## src/rtl/rename_status_table.sv

```systemverilog
module rename_status_table #(
  parameter int NREG   = 32,
  parameter int TAG_W  = 4,
  parameter int DATA_W = 32,
  localparam int IDX_W = $clog2(NREG)
) (
  input  logic              clk,
  input  logic              rst_n,
  input  logic              iss_valid,
  input  logic [IDX_W-1:0]  iss_dst,
  input  logic [TAG_W-1:0]  iss_tag,
  input  logic [IDX_W-1:0]  src_a,
  input  logic [IDX_W-1:0]  src_b,
  output logic [TAG_W-1:0]  rob_qa_tag,
  input  logic              rob_qa_rdy,
  input  logic [DATA_W-1:0] rob_qa_val,
  output logic [TAG_W-1:0]  rob_qb_tag,
  input  logic              rob_qb_rdy,
  input  logic [DATA_W-1:0] rob_qb_val,
  output logic [DATA_W-1:0] opa_val,
  output logic              opa_pend,
  output logic [TAG_W-1:0]  opa_tag,
  output logic [DATA_W-1:0] opb_val,
  output logic              opb_pend,
  output logic [TAG_W-1:0]  opb_tag,
  input  logic              cmt_valid,
  input  logic [IDX_W-1:0]  cmt_dst,
  input  logic [TAG_W-1:0]  cmt_tag,
  input  logic [DATA_W-1:0] cmt_val,
  input  logic              flush
);

  logic [DATA_W-1:0] regval [NREG];
  logic [TAG_W-1:0]  qtag   [NREG];
  logic [NREG-1:0]   busy;

  assign regval[0] = '0;
  assign qtag[0]   = '0;
  assign busy[0]   = 1'b0;

  for (genvar i = 1; i < NREG; i++) begin : g_ent
    wire hit_iss = iss_valid && (iss_dst == IDX_W'(i));
    wire hit_cmt = cmt_valid && (cmt_dst == IDX_W'(i));

    always_ff @(posedge clk) begin
      if (!rst_n) begin
        regval[i] <= '0;
        qtag[i]   <= '0;
        busy[i]   <= 1'b0;
      end else begin
        if (hit_cmt) regval[i] <= cmt_val;
        if (flush) begin
          busy[i] <= 1'b0;
          qtag[i] <= '0;
        end else if (hit_iss) begin
          busy[i] <= 1'b1;
          qtag[i] <= iss_tag;
        end else if (hit_cmt && qtag[i] == cmt_tag) begin
          busy[i] <= 1'b0;
        end
      end
    end
  end

  assign rob_qa_tag = qtag[src_a];
  assign rob_qb_tag = qtag[src_b];

  assign opa_pend = busy[src_a] && !rob_qa_rdy;
  assign opb_pend = busy[src_b] && !rob_qb_rdy;

  assign opa_tag = opa_pend ? qtag[src_a] : '0;
  assign opb_tag = opb_pend ? qtag[src_b] : '0;

  assign opa_val = !busy[src_a] ? regval[src_a] : (rob_qa_rdy ? rob_qa_val : '0);
  assign opb_val = !busy[src_b] ? regval[src_b] : (rob_qb_rdy ? rob_qb_val : '0);

endmodule

```

## config.mk

```make
export PLATFORM = sky130hd
export DESIGN_NAME = rename_status_table
export DESIGN_NICKNAME = d
export VERILOG_FILES = /design/src/rtl/rename_status_table.sv
export SDC_FILE = /design/constraint.sdc
export NUM_CORES = 2
export LEC_CHECK = 0
export BUFFER_PORTS_ARGS = -buffer_cell sky130_fd_sc_hd__buf_2
export CAP_MARGIN = 5
export CORE_MARGIN = 2
export CORE_UTILIZATION = 40
export CTS_BUF_LIST = sky130_fd_sc_hd__clkbuf_16
export DETAILED_ROUTE_END_ITERATION = 10
export GPL_TIMING_DRIVEN = 0
export PLACE_DENSITY = 0.65
export SLEW_MARGIN = 0
export SYNTH_ARGS = -nofsm -noshare
export SYNTH_HDL_FRONTEND = slang
export SYNTH_SLANG_ARGS = --single-unit
export TNS_END_PERCENT = 20
```

## constraint.sdc

```tcl
create_clock -name clk -period 3.8 [get_ports clk]
set_clock_uncertainty 0.2 [all_clocks]
set_input_delay 0.38 -clock clk [delete_from_list [all_inputs] [get_ports clk]]
set_output_delay 0.38 -clock clk [all_outputs]
set_load 0.01 [all_outputs]
```

# Word-level counts from Yosys, hierarchy flattened
# Index checks and enable logic that the tools add are counted.
[word_totals] reg_bits=1147 out_inout_bits=82
[classes] eq_ne=93 mux=84 n_lt_le_gt_ge=4 n_bitwise=3 n_reduce_logical=129
[ops] cell="binary-select mux 32 bit (select 5 bit)" count=2
[ops] cell="2-to-1 mux 32 bit" count=8
[ops] cell="== test 5 bit (second input constant)" count=32
[ops] cell="== test 4 bit" count=31
[ops] cell="logical AND 1 bit" count=95
[ops] cell="== test 5 x 4 -> 1 bit (second input constant)" count=16
[ops] cell="2-to-1 mux 1 bit" count=64
[ops] cell="nonzero test 2 bit" count=31
[ops] cell="binary-select mux 4 bit (select 5 bit)" count=2
[ops] cell="== test 5 x 3 -> 1 bit (second input constant)" count=8
[ops] cell="2-to-1 mux 4 bit" count=6
[ops] cell="== test 5 x 2 -> 1 bit (second input constant)" count=4
[ops] cell=">= comparator 6 bit (second input constant)" count=2
[ops] cell="< comparator 5 x 6 -> 1 bit (second input constant)" count=2
[ops] cell="NOT 5 -> 6 bit" count=2
[ops] cell="binary-select mux 1 bit (select 5 bit)" count=2
[ops] cell="== test 5 x 1 -> 1 bit (second input constant)" count=2
[ops] cell="logical NOT 1 bit" count=2
[ops] cell="OR reduction 2 bit" count=1
[ops] cell="NOT 1 bit" count=1

# Longest topological paths before layout
[depth] word_depth=5 mapped_depth=11 ltp_nobuf=5

# Least setup slack after synthesis
# OpenSTA, ideal clock, no wires.
[synth_path] path_type="input to output" startpoint="input src_b[1]" endpoint="output opb_val[10]" slack_ps=847 path_buffers=5 arrival_ps=2373 path_stages=10 path_cell_list="buf_4 buf_6 buf_4 buf_2 buf_2 mux4_2 a22oi_1 nand3_1 o41ai_1 mux2i_1"
[synth_via] elab_chain_cells=5
[synth_lines] element="start, declared" line_no="13" rtl="input logic [IDX_W-1:0] src_b,"
[synth_lines] element="NOT 5 -> 6 bit (not written as such)" line_no="75" rtl="assign opb_val = !busy[src_b] ? regval[src_b] : (rob_qb_rdy ? rob_qb_val : '0);"
[synth_lines] element="binary-select mux 32 bit (select 5 bit)" line_no="75"
[synth_lines] element="2-to-1 mux 32 bit (not written as such) (2 in series)" line_no="75"
[synth_lines] element="2-to-1 mux 32 bit *" line_no="75"
[synth_lines] element="end, declared" line_no="23" rtl="output logic [DATA_W-1:0] opb_val,"
# Every way passes the cells marked *; elsewhere a longest branch is shown, timed or not. The select of a mux whose other input is x is not followed.

# Worst setup path after layout
[layout_path] startpoint="input src_a[1]" endpoint="output opa_val[1]"
[layout_via] elab_chain_cells=5
[layout_lines] element="start, declared" line_no="12" rtl="input logic [IDX_W-1:0] src_a,"
[layout_lines] element="NOT 5 -> 6 bit (not written as such)" line_no="74" rtl="assign opa_val = !busy[src_a] ? regval[src_a] : (rob_qa_rdy ? rob_qa_val : '0);"
[layout_lines] element="binary-select mux 32 bit (select 5 bit)" line_no="74"
[layout_lines] element="2-to-1 mux 32 bit (not written as such) (2 in series)" line_no="74"
[layout_lines] element="2-to-1 mux 32 bit *" line_no="74"
[layout_lines] element="end, declared" line_no="20" rtl="output logic [DATA_W-1:0] opa_val,"
# Marks and branches as above.

==> metrics <==
first-pass GRT wire length=418,200 µm; slew margin rel.=-0.06525; DR WL/cell=32.15 µm; RSZ-0062 raised after global routing=yes; Synth Area in XOR/XNOR=0.01719; worst hold-check path type=in -> reg; period utilization=1.054; outcome=complete, but fails checks; Max Fanout on Critical Path=10; failing checks=max-capacitance violations, max-slew violations, negative setup slack; Pwr Total=27.93 mW; Routed Antenna Nets=0; Final GP Congestion=1.131; Worst-Skew Late Latency=0.80 ns; Initial Util=0.4035; grt ovf=0; Final Slew Violations=17; number of buffers created by CTS=131; #FFs+latches synth=1,147; largest family of logic cells by synthesized area=multiplexers; CP Cell Sequence=buf_4 > buf_8 > buf_6 > buf_6 > buf_4 > buf_6 > mux4_2 > nand2_1 > a21oi_1 > a211oi_4 > mux2i_1 > buf_2; DR vias/cell=6.391; FMAX=249.7 MHz; Post-synth EDFFs=0; core area=0.1566 mm²; DR iter-0 viols=10,030; adder-cell share of the synthesized area=0; design area=0.07307 mm²; Crit path buffers/inverters=7; total track usage=0.3642; CP Capture Type=primary output; antenna violations before repair=19; Die H=401.4 µm; kind of cell adding the most delay to the critical path=buffers and inverters; Syn Nets=7,043; mapped cell area=0.06318 mm²; nets=7,421; clock slew at reported path FFs=0.06 ns; synthesis-to-layout area growth=15.66%; Synth cell types=43; maximum VDD drop=514.4 µV; Crit Path Class=in -> out; post-synthesis compound-gate area fraction=0.1640; Vias=60,390; Worst Tran Pin Value=1.598 ns; maximum root-to-sink buffer count=3; die width=401.4 µm; Clock Root Buffer=clkbuf_16; HPWL after detailed placement=231,600 µm; ys async rst share=0; Critical Path AT=3.43 ns; final count of negative-setup-slack endpoints=52; final worst slack=-0.2055 ns; slowest CP cell=a211oi_4; multiplexer share of the synthesized area=0.2425; # IOs=213; Max H-tree Level=4; Synthesis Warnings=0; port bufs=197; Critical Path Source Type=input pin; CTS tree=done; pin count of the biggest net entering global routing=20; endpoints failing hold=0; syn_area_per_cell=9.141 µm²; clk sinks=1,147; DRC Markers=0; Pwr per Cell Area=382.2 mW/mm²; Rows=145; Die ar.=0.1611 mm²; DP Worst Slack=-1.939 ns; Lkg Pwr=23.92 nW; vias in the first global route=56,600; Mapped Cells=6,912; maxcap violations=2; max incr delay on CP=0.56 ns; Pre-Repair DR Iteration Count=8; WP data required=3.22 ns; share of post-route cells with drive strength above 1=0.1780; most frequent CP cell=buf_6; post-layout minimum cycle time=4.005 ns; Area after DPL=0.06684 mm²; Seq/Total Area, Yosys=0.3634; Routed Wire Length=303,800 µm; Post-Synth Simple-Gate Area=0.1667; Most used DFF post-synth=dfxtp_1
[cells in the final DEF, fill, tap and decap left out, drive strengths merged, types with 5 or more instances in the layout]
cell         instances
a211oi               9
a21boi             993
a21oi              127
a221o               26
a221oi              31
a22o                30
a22oi               63
and2                 5
buf                338
clkbuf             698
clkinv              56
dfxtp             1147
diode                9
dlygate4sd3         39
inv                 35
mux2               107
mux2i              245
mux4               518
nand2             2254
nand2b              14
nand3               85
nand4               20
nor2               139
nor2b               85
nor3                16
nor3b                5
nor4                21
o21ai               38
o221ai              25
o22ai               15
o32ai               20
o41ai               25
xnor2               72
xor2                52
[area by class of cell]
type                       instances  area [µm²]
clock buffer                     134        3353
fill                           14860       83500
multi-input combinational       5058       38280
sequential                      1147       22970
antenna                            9       22.52
inverter                           7       26.28
timing repair buffer             248        1546
clock inverter                    92       689.4
tap                             2058        2575
buffer                           697        3601
[layer usage]
| metal | vias to the layer above | routed length (µm) | GRT usage |
|---|---|---|---|
| met3 | 964 | 48160 | 0.1581 |
| li1 | 24990 | - | - |
| met4 | 20 | 20460 | 0.2228 |
| met1 | 29720 | 111100 | 0.4590 |
| met2 | 4694 | 123800 | 0.5091 |
| met5 | - | 268 | 0.01219 |
[power by group]
part | internal, mW | switching, mW | total, mW
logic | 1.02 | 2.29 | 3.31
registers | 12.1 | 0.0728 | 12.2
clock network | 6.72 | 5.73 | 12.4
total | 19.8 | 8.09 | 27.9
[worst paths after layout]
check               from     endpoint  slack [ns]  depth (start not counted)
min           cmt_tag[2]     busy[31]        0.05                          6
min reg2reg  regval[801]  regval[801]        0.28                          2
max reg2reg     qtag[99]      busy[7]        2.08                          5
max             src_a[1]   opa_val[1]       -0.21                         12
[flip-flops by register name, indices dropped and copies added (netlist names)]
register  flops
qtag        124
busy         31
regval      992
[logic make-up after synthesis]
kind of cell	count (synthesis)
AND/OR/NAND/NOR	2657
AO/OA/AOI/OAI	1407
flip-flops	1147
multiplexers	870
buffers and inverters	707
XOR/XNOR	124
[synthesized netlist by cell type, types with 79 or more instances]
cell type | count | area [µm²]
nand2_1 | 2254 | 8461
dfxtp_1 | 1147 | 22960
a21boi_0 | 993 | 7455
clkbuf_1 | 565 | 2121
mux4_2 | 518 | 11670
mux2i_1 | 245 | 2452
nor2_1 | 139 | 521.8
a21oi_1 | 127 | 635.6
mux2_2 | 107 | 1205
nand3_1 | 85 | 425.4
nor2b_1 | 85 | 531.8
buf_2 | 79 | 395.4
[tightest hold or removal path, cell delays in order]
cell and delay, ns:
clkbuf_1 0.15, xor2_1 0.20, nor4_1 0.09, nand2_1 0.06
a21oi_1 0.06, nor2_1 0.07
[metrics by stage]
stage | TNS (ns) | hold slack [ns] | std cells | util
after floorplan | 0 | 0.2499 | 6912 | -
after global placement | -84.64 | 0.2574 | 9167 | 0.4263
after detailed placement | -80.74 | 0.2685 | 9172 | 0.4269
after CTS | -1.139 | 0.001333 | 9439 | 0.4647
after global routing | -3.431 | 0.1103 | 9443 | 0.4666
final | -4.096 | 0.05044 | 9450 | 0.4667
[repair_timing]
item,4_1_cts,5_1_grt
hold buffers,39,0
endpoints found under the setup margin,77,69
pin swaps,7,4
hold endpoints to repair,77,0
cloned,1,0
gates resized for setup,375,61
setup buffers,4,2
No activity file was read; power rests on OpenSTA's default activity.
